## src/rtl/bq_pkg.sv

```systemverilog
package bq_pkg;
  typedef enum logic [1:0] {
    MODE_BCD       = 2'd0,
    MODE_SYM       = 2'd1,
    MODE_SPLIT     = 2'd2,
    MODE_SPLIT_ALT = 2'd3
  } cntMode_e;

  typedef struct packed {
    logic clrAll;
    logic setNine;
    logic stepTwo;
    logic stepFive;
  } stepCtl_t;

  localparam int FIVE_W   = 3;
  localparam int FIVE_TOP = 4;
  localparam int REQ_W    = 2;
  localparam int MODE_W   = 2;
endpackage

```

## src/rtl/bq_sync.sv

```systemverilog
module bq_sync #(
  parameter int WIDTH  = 8,
  parameter int STAGES = 2
) (
  input  logic             clk,
  input  logic             rstN,
  input  logic [WIDTH-1:0] dIn,
  output logic [WIDTH-1:0] dOut
);
  logic [WIDTH-1:0] stg [STAGES];

  always_ff @(posedge clk or negedge rstN) begin
    if (!rstN) stg[0] <= '0;
    else       stg[0] <= dIn;
  end

  for (genvar i = 1; i < STAGES; i++) begin : g_stage
    always_ff @(posedge clk or negedge rstN) begin
      if (!rstN) stg[i] <= '0;
      else       stg[i] <= stg[i-1];
    end
  end

  assign dOut = stg[STAGES-1];
endmodule

```

## src/rtl/bq_control.sv

```systemverilog
module bq_control
  import bq_pkg::*;
(
  input  logic              clk,
  input  logic              rstN,
  input  logic              cntA,
  input  logic              cntB,
  input  logic [REQ_W-1:0]  zeroIn,
  input  logic [REQ_W-1:0]  nineIn,
  input  logic [MODE_W-1:0] modeIn,
  input  logic              curA,
  input  logic              curD,
  output stepCtl_t          ctl
);
  logic prevA, prevB;
  logic fallA, fallB;
  logic zeroHit, nineHit, forced;
  logic rawTwo, rawFive;
  cntMode_e mode;

  always_ff @(posedge clk or negedge rstN) begin
    if (!rstN) begin
      prevA <= 1'b0;
      prevB <= 1'b0;
    end else begin
      prevA <= cntA;
      prevB <= cntB;
    end
  end

  assign fallA   = prevA & ~cntA;
  assign fallB   = prevB & ~cntB;
  assign zeroHit = &zeroIn;
  assign nineHit = &nineIn;
  assign forced  = zeroHit | nineHit;
  assign mode    = cntMode_e'(modeIn);

  always_comb begin
    rawTwo  = 1'b0;
    rawFive = 1'b0;
    unique case (mode)
      MODE_BCD: begin
        rawTwo  = fallA;
        rawFive = fallA & curA;
      end
      MODE_SYM: begin
        rawFive = fallB;
        rawTwo  = fallB & curD;
      end
      default: begin
        rawTwo  = fallA;
        rawFive = fallB;
      end
    endcase
  end

  always_comb begin
    ctl.setNine  = nineHit;
    ctl.clrAll   = zeroHit & ~nineHit;
    ctl.stepTwo  = rawTwo  & ~forced;
    ctl.stepFive = rawFive & ~forced;
  end

  AST_FORCE_BLOCKS: assert property (@(posedge clk) disable iff (!rstN)
    (ctl.clrAll || ctl.setNine) |-> (!ctl.stepTwo && !ctl.stepFive));
endmodule

```

## src/rtl/bq_datapath.sv

```systemverilog
module bq_datapath
  import bq_pkg::*;
(
  input  logic              clk,
  input  logic              rstN,
  input  stepCtl_t          ctl,
  output logic              bitA,
  output logic [FIVE_W-1:0] fiveQ
);
  localparam logic [FIVE_W-1:0] FiveMax = FIVE_W'(FIVE_TOP);

  logic [FIVE_W-1:0] fiveNext;

  always_comb begin
    if (fiveQ >= FiveMax) fiveNext = '0;
    else                  fiveNext = fiveQ + 1'b1;
  end

  always_ff @(posedge clk or negedge rstN) begin
    if (!rstN) begin
      bitA  <= 1'b0;
      fiveQ <= '0;
    end else if (ctl.setNine) begin
      bitA  <= 1'b1;
      fiveQ <= FiveMax;
    end else if (ctl.clrAll) begin
      bitA  <= 1'b0;
      fiveQ <= '0;
    end else begin
      if (ctl.stepTwo)  bitA  <= ~bitA;
      if (ctl.stepFive) fiveQ <= fiveNext;
    end
  end

  AST_CLEAR_ZERO: assert property (@(posedge clk) disable iff (!rstN)
    ctl.clrAll |=> (bitA == 1'b0 && fiveQ == '0));
  AST_NINE_LOAD: assert property (@(posedge clk) disable iff (!rstN)
    ctl.setNine |=> (bitA == 1'b1 && fiveQ == FiveMax));
  AST_FIVE_RANGE: assert property (@(posedge clk) disable iff (!rstN)
    fiveQ <= FiveMax);
  AST_IDLE_HOLD: assert property (@(posedge clk) disable iff (!rstN)
    (ctl == '0) |=> ($stable(bitA) && $stable(fiveQ)));
endmodule

```

## src/rtl/biq_decade_counter.sv

```systemverilog
module biq_decade_counter
  import bq_pkg::*;
#(
  parameter int SYNC_STAGES = 2
) (
  input  logic              clk,
  input  logic              rstN,
  input  logic              cntInA,
  input  logic              cntInB,
  input  logic [REQ_W-1:0]  zeroReq,
  input  logic [REQ_W-1:0]  nineReq,
  input  logic [MODE_W-1:0] modeSel,
  output logic [3:0]        cntOut
);
  localparam int SYNC_W = 2 + 2 * REQ_W + MODE_W;

  logic [SYNC_W-1:0] rawIn, syncIn;
  logic              sA, sB;
  logic [REQ_W-1:0]  sZero, sNine;
  logic [MODE_W-1:0] sMode;
  logic              bitA;
  logic [FIVE_W-1:0] fiveQ;
  stepCtl_t          ctl;

  assign rawIn = {modeSel, nineReq, zeroReq, cntInB, cntInA};
  assign {sMode, sNine, sZero, sB, sA} = syncIn;

  bq_sync #(.WIDTH(SYNC_W), .STAGES(SYNC_STAGES)) u_sync (
    .clk(clk), .rstN(rstN), .dIn(rawIn), .dOut(syncIn)
  );

  bq_control u_ctrl (
    .clk(clk), .rstN(rstN), .cntA(sA), .cntB(sB),
    .zeroIn(sZero), .nineIn(sNine), .modeIn(sMode),
    .curA(bitA), .curD(fiveQ[FIVE_W-1]), .ctl(ctl)
  );

  bq_datapath u_data (
    .clk(clk), .rstN(rstN), .ctl(ctl), .bitA(bitA), .fiveQ(fiveQ)
  );

  assign cntOut = {fiveQ, bitA};

  AST_BCD_CARRY: assert property (@(posedge clk) disable iff (!rstN)
    ($fell(cntOut[0]) && $past(sMode) == MODE_BCD && !$past(ctl.clrAll))
      |-> (cntOut[3:1] != $past(cntOut[3:1])));
endmodule

```

## config.mk

```make
export PLATFORM = sky130hd
export DESIGN_NAME = biq_decade_counter
export DESIGN_NICKNAME = d
export VERILOG_FILES = /design/src/rtl/bq_pkg.sv /design/src/rtl/bq_sync.sv /design/src/rtl/bq_control.sv /design/src/rtl/bq_datapath.sv /design/src/rtl/biq_decade_counter.sv
export SDC_FILE = /design/constraint.sdc
export NUM_CORES = 1
export LEC_CHECK = 0
export CAP_MARGIN = 20
export CORE_MARGIN = 2
export CORE_UTILIZATION = 45
export CTS_BUF_LIST = sky130_fd_sc_hd__clkbuf_4
export DETAILED_ROUTE_END_ITERATION = 8
export PLACE_DENSITY = 0.69
export REMOVE_ABC_BUFFERS = 1
export SETUP_SLACK_MARGIN = 0.02
export SYNTH_ARGS = -nofsm -noshare
export SYNTH_HDL_FRONTEND = slang
export SYNTH_HIERARCHICAL = 1
export SYNTH_SLANG_ARGS = --single-unit
```

## constraint.sdc

```tcl
create_clock -name clk -period 2.45 [get_ports clk]
set_input_delay 0.49 -clock clk [delete_from_list [all_inputs] [get_ports clk]]
set_output_delay 0.49 -clock clk [all_outputs]
set_load 0.01 [all_outputs]
```

==> impl_metrics.csv, run 1 <==
group,metric,value,unit
synthesis,synth_cell_types,21,
sta,finalSetupViolCount,0,
synthesis,synth_area_leaders,"dfrtp_1, buf_4, ha_1, nor2b_1, a211oi_2",
run,drv_cap,0,
floorplanning,die_width,46.8,um
cells_and_area,diodes,0,
cells_and_area,drive_gt1_frac,0.103,
synthesis,synth_area_per_cell,13.5,sq um
synthesis,yosysSeqAreaShare,0.668,
floorplanning,dieArea,0.00219,sq mm
cells_and_area,final_util,0.545,
global_route,grt_pass1_wl,1600,um
power,p_leak,0.000396,uW
power,powerDensity,666,mW/mm^2
placement,placedInstanceArea,918,sq um
critical_path,critPathMaxStageDelay,0.56,ns
sta,slew_viol_final,0,
routing,firstDrtPassIters,4,
cells_and_area,seq_area,551,sq um
floorplanning,die_h,46.8,um
routing,wl_met2,402,um
floorplanning,rows,15,
clocking,hold_buffers,0,
critical_path,crit_type,"register to output pin",
synthesis,syn-instance-count,61,
cells_and_area,postLayoutCellArea,941,sq um
clocking,path_clk_slew,0.10,ns
cells_and_area,syn2layout_area_growth,14.1,%
sta,finalHoldViolations,0,
global_route,grt.total_usage,0.113,
sta,clock_skew,0.00184,ns
global_route,first_global_vias,374,
synthesis,synthTopCellsByCount,"dfrtp_1, buf_4, nand2_1, nor2b_1",
critical_path,path_max_fanout,6,
synthesis,synth_enable_flop_cells,0,
synthesis,synth_top_area_frac,0.668,
clocking,cts_max_path_buffers,2,
critical_path,crit_buf_inv,1,
floorplanning,io_pins,14,
routing,drt-met1-wl,446,um
synthesis,async_flop_share,1.00,
synthesis,synth-seq-cells,22,
global_route,grt-ovfl-total,0,
routing,wl_met3,56,um
clocking,clock_latency,0.29,ns
critical_path,crit_family,"buffers and inverters",
placement,port_buffers,13,
routing,drt-total-wl,921,um
global_route,antenna_found_initial,0,
cells_and_area,fill_cells,167,
routing,drtIter0Drc,4,
synthesis,yosysMostFrequentCell,"dfrtp_1",
critical_path,cp_data_required_time,1.96,ns
routing,final_antenna_net_count,0,
clocking,cts_made_buffers,3,
clocking,cts-root-buf,"clkbuf_4",
routing,top_layer_used,"met4",
clocking,cts_tree,"done",
placement,hpwl,664,um
cells_and_area,multiInputGateArea,191,sq um
critical_path,worstPathArrival,1.29,ns
synthesis,synth-main-ff-cell,"dfrtp_1",
sta,tns,0,ns
sta,tightest_slew,0.355,ns
power,ir_worst_vdd,0.000409,V
routing,routedWlPerCell,9.90,um
placement,gp_congestion,0.787,
sta,finalCriticalPeriod,1.78,ns
global_route,grt_max_degree,23,
floorplanning,start_util,0.478,
sta,slew_headroom,0.762,
clocking,htreeDepth,1,
critical_path,crit_chain,"clkdlybuf4s50_1",
run_status,outcome,"complete, no violations",
routing,avgViaCountPerCell,4.57,
critical_path,crit_path_start_kind,"register",
critical_path,worstSetupEndpointType,"output pin",
routing,routed-via-count,425,
synthesis,syn_area,825,sq um
sta,fmax,563,MHz
floorplanning,core-area,0.00173,sq mm
sta,rsz0062_at_grt,"no",
cells_and_area,nNetsFinal,82,
synthesis,synth.largest_area_cell,"dfrtp_1",
clocking,cts.sinks,22,
sta,period_share,0.725,
clocking,post_cts_buffers,0,
critical_path,critPathSlowestCell,"clkdlybuf4s50_1",
clocking,cts_resized,0,
synthesis,synth_warnings,6,
worst_hold_path,hp-class,"register to register",
routing,drc_errors,0,
-- power by group --
part           leakage, uW  internal (uW)  switching [uW]
sequential        0.000260            386            14.7
clock            0.0000138           57.3            94.7
combinational     0.000122           44.7            29.7
total             0.000396            488             139
-- placed cells by master (no fill, tap or decap) --
cell and count:
dfrtp_1 22, o21ai_1 2, nand2b_1 2, nor4bb_1 1, or3b_1 1, buf_4 1
a21oi_1 2, nand3b_1 1, nand2_1 3, and2_2 1, o21bai_1 1, a22oi_2 1
nor2_1 2, a211oi_1 1, nor3b_1 1, a211oi_2 1, clkdlybuf4s50_1 13, nor2b_1 3
ha_1 2, xnor2_1 1, inv_1 2, clkbuf_4 3, or3_1 1
-- cell families (layout without fill, tap and decap cells) --
| group | count (synthesis) | after routing | share of synthesized area |
|---|---|---|---|
| compound gates | 8 | 8 | 0.0728 |
| fa+ha+maj | 2 | 2 | 0.0303 |
| xor+xnor | 1 | 1 | 0.0106 |
| buf+inv | 12 | 19 | 0.100 |
| flops | 22 | 22 | 0.668 |
| simple gates | 16 | 16 | 0.118 |
-- per-layer routing --
| layer | track usage | up-vias |
|---|---|---|
| li1 | - | 207 |
| met1 | 0.155 | 201 |
| met2 | 0.142 | 15 |
| met3 | 0.0231 | 2 |
| met4 | 0.117 | 0 |
| met5 | 0 | - |
-- per-stage QoR --
stage               std cells  setup WS (ns)  total power, uW  hold WS (ns)
floorplan                  51          0.940              438         0.194
global placement           90          0.880              481         0.331
detailed placement         90          0.823              484         0.335
CTS                        93          0.655              636         0.359
global route               93          0.604              658         0.366
finish                     93          0.675              627         0.357
-- flip-flops by register name (all words and copies together), names as in the netlist --
signal and flops:
u_ctrl/prevB 1, u_sync/dOut 8, u_ctrl/prevA 1, u_sync/stg 8, u_data/fiveQ 3, u_data/bitA 1
-- final timing paths --
path / from / endpoint / slack (ns) / cells after the start
max in group asynchronous: rstN / u_ctrl/prevB / 1.71 / 2
min: u_sync/stg[9] / u_sync/dOut[1] / 0.36 / 0
max: u_data/fiveQ[2] / cntOut[3] / 0.67 / 1
min reg2reg: u_sync/stg[9] / u_sync/dOut[1] / 0.36 / 0
min in group asynchronous: rstN / u_data/bitA / 0.53 / 2
max reg2reg: u_sync/dOut[4] / u_data/fiveQ[0] / 0.81 / 5
-- area by class of cell --
class                      count  share of cell area
clock buffer                   3              0.0239
inverter                       2             0.00798
multi-input combinational     27               0.203
sequential                    22               0.585
tap                           25              0.0332
timing repair buffer          14               0.146
No activity file was read; power rests on OpenSTA's default activity.
==> inputs of run 2 (changes only) <==
==> constraint.sdc (replaced) <==
create_clock -name clk -period 1.8 [get_ports clk]
set_input_delay 0.36 -clock clk [delete_from_list [all_inputs] [get_ports clk]]
set_output_delay 0.36 -clock clk [all_outputs]
set_load 0.01 [all_outputs]
==> run 2 against run 1 <==
  * Clock skew down 0.0014 ns
  * Setup slack worse by 0.54 ns
  * First-iteration DRC count down 50%
  * Critical path depth unchanged
  * Die area unchanged
  * Sequential cell count unchanged
  * Critical endpoint unchanged
  * Global-route usage down 0.32 points
  * Clock power up 140%
  * Cell count up 2.2%
  * Register-to-register slack worse by 0.53 ns
  * Worst hold slack better by 0.0021 ns
  * Clock-buffer cell count unchanged
==> impl_metrics.csv, run 2 (synthesis results as in run 1) <==
group,metric,value,unit
sta,clock_skew,0.000430,ns
critical_path,crit_type,"register to output pin",
critical_path,worstPathArrival,1.31,ns
floorplanning,start_util,0.478,
clocking,path_clk_slew,0.11,ns
critical_path,crit_family,"buffers and inverters",
clocking,post_cts_buffers,0,
routing,drc_errors,0,
critical_path,timing.rr.start,"u_sync/dOut[4]",
clocking,cts_made_buffers,3,
sta,tns,0,ns
critical_path,crit_path_start_kind,"register",
clocking,cts_max_path_buffers,2,
run_status,outcome,"complete, no violations",
critical_path,worstReg2RegEnd,"u_data/fiveQ[2]",
critical_path,critPathMaxStageDelay,0.57,ns
placement,hpwl,738,um
critical_path,r2r_slack,0.28,ns
critical_path,critPathSlowestCell,"clkdlybuf4s50_1",
critical_path,crit_buf_inv,1,
clocking,cts-root-buf,"clkbuf_4",
cells_and_area,final_common_cell,"dfrtp_1",
power,p_leak,0.000415,uW
floorplanning,rows,15,
critical_path,path_max_fanout,6,
placement,port_buffers,13,
sta,rsz0062_at_grt,"no",
global_route,grt_pass1_wl,1640,um
global_route,grt_use_met1,0.111,
routing,final_antenna_net_count,0,
clocking,hold_buffers,0,
cells_and_area,drive_gt1_frac,0.129,
worst_hold_path,hold_path_startpoint,"u_sync/stg[10]",
clocking,cts.sinks,22,
sta,finalSetupViolCount,0,
routing,drtIter0Drc,2,
floorplanning,io_pins,14,
global_route,grt.busiest_layer,"met2",
global_route,met3_usage,0.0231,
global_route,use_met2,0.211,
clocking,cts_tree,"done",
sta,finalHoldViolations,0,
sta,finalCriticalPeriod,1.67,ns
sta,tightest_slew,0.369,ns
clocking,cts_resized,0,
floorplanning,core-area,0.00173,sq mm
critical_path,r2r.worst_path.cells,4,
power,powerDensity,1030,mW/mm^2
floorplanning,die_h,46.8,um
clocking,clock_latency,0.29,ns
critical_path,worstSetupEndpointType,"output pin",
sta,period_share,0.927,
sta,slew_headroom,0.753,
routing,firstDrtPassIters,4,
routing,avgViaCountPerCell,4.45,
global_route,antenna_found_initial,0,
sta,slew_viol_final,0,
worst_hold_path,worstHoldEndpoint,"u_sync/dOut[2]",
global_route,grt_max_degree,23,
worst_hold_path,hp-class,"register to register",
global_route,first_global_vias,433,
routing,routed-via-count,423,
sta,fmax,600,MHz
routing,routedWlPerCell,10.4,um
worst_hold_path,whs_path_depth,0,
global_route,grt-ovfl-total,0,
clocking,htreeDepth,1,
routing,drt-total-wl,989,um
floorplanning,dieArea,0.00219,sq mm
critical_path,crit_chain,"clkdlybuf4s50_1",
run,drv_cap,0,
power,ir_worst_vdd,0.000519,V
cells_and_area,diodes,0,
cells_and_area,most-common-layout-cells,"dfrtp_1, clkdlybuf4s50_1, clkbuf_4, nand2_1, nor2b_1",
placement,gp_congestion,0.791,
critical_path,cp_data_required_time,1.44,ns
cells_and_area,final_util,0.567,
floorplanning,die_width,46.8,um
global_route,grt.total_usage,0.110,
cells_and_area,nNetsFinal,83,
cells_and_area,syn2layout_area_growth,18.7,%
run 2: cell count changes in the layout (fill, tap and decap cells not counted), sizes merged:
cell,change
bufinv,+1
buf,+1
run 2: final cells by class:
class,instances,area [sq um]
clock buffer,3,22.5
clock inverter,1,30.0
fill,152,748
inverter,2,7.51
multi-input combinational,27,191
sequential,22,551
tap,25,31.3
timing repair buffer,15,145
run 2: how the worst max path moves through the flow:
stage                                from               to  depth (start not counted)
after floorplan            u_sync/dOut[4]  u_data/fiveQ[0]                          5
after global placement     u_sync/dOut[4]  u_data/fiveQ[0]                          5
after detailed placement   u_sync/dOut[4]  u_data/fiveQ[0]                          5
after CTS                 u_data/fiveQ[2]        cntOut[3]                          1
after global routing      u_data/fiveQ[2]        cntOut[3]                          1
final                     u_data/fiveQ[2]        cntOut[3]                          1
run 2: report_power, final:
part	internal (uW)	switching, uW
combinational	62.8	42.1
sequential	525	21.0
clock	225	134
run 2: per-stage QoR:
stage                     cells  total power (uW)  setup WS [ns]  hold WS [ns]  area (sq um)
after floorplan              51               596          0.290        0.0644           749
after global placement       91               659          0.303         0.331           926
after detailed placement     91               664          0.293         0.335           926
after CTS                    95              1020          0.117         0.362           978
after global routing         95              1060         0.0705         0.373           978
final                        95              1010          0.132         0.359           978
run 2: per-layer routing:
| layer | routed length [um] | share of wire |
|---|---|---|
| met5 | 0 | 0 |
| met4 | 0 | 0 |
| met3 | 42 | 0.042 |
| met2 | 523 | 0.53 |
| met1 | 424 | 0.43 |
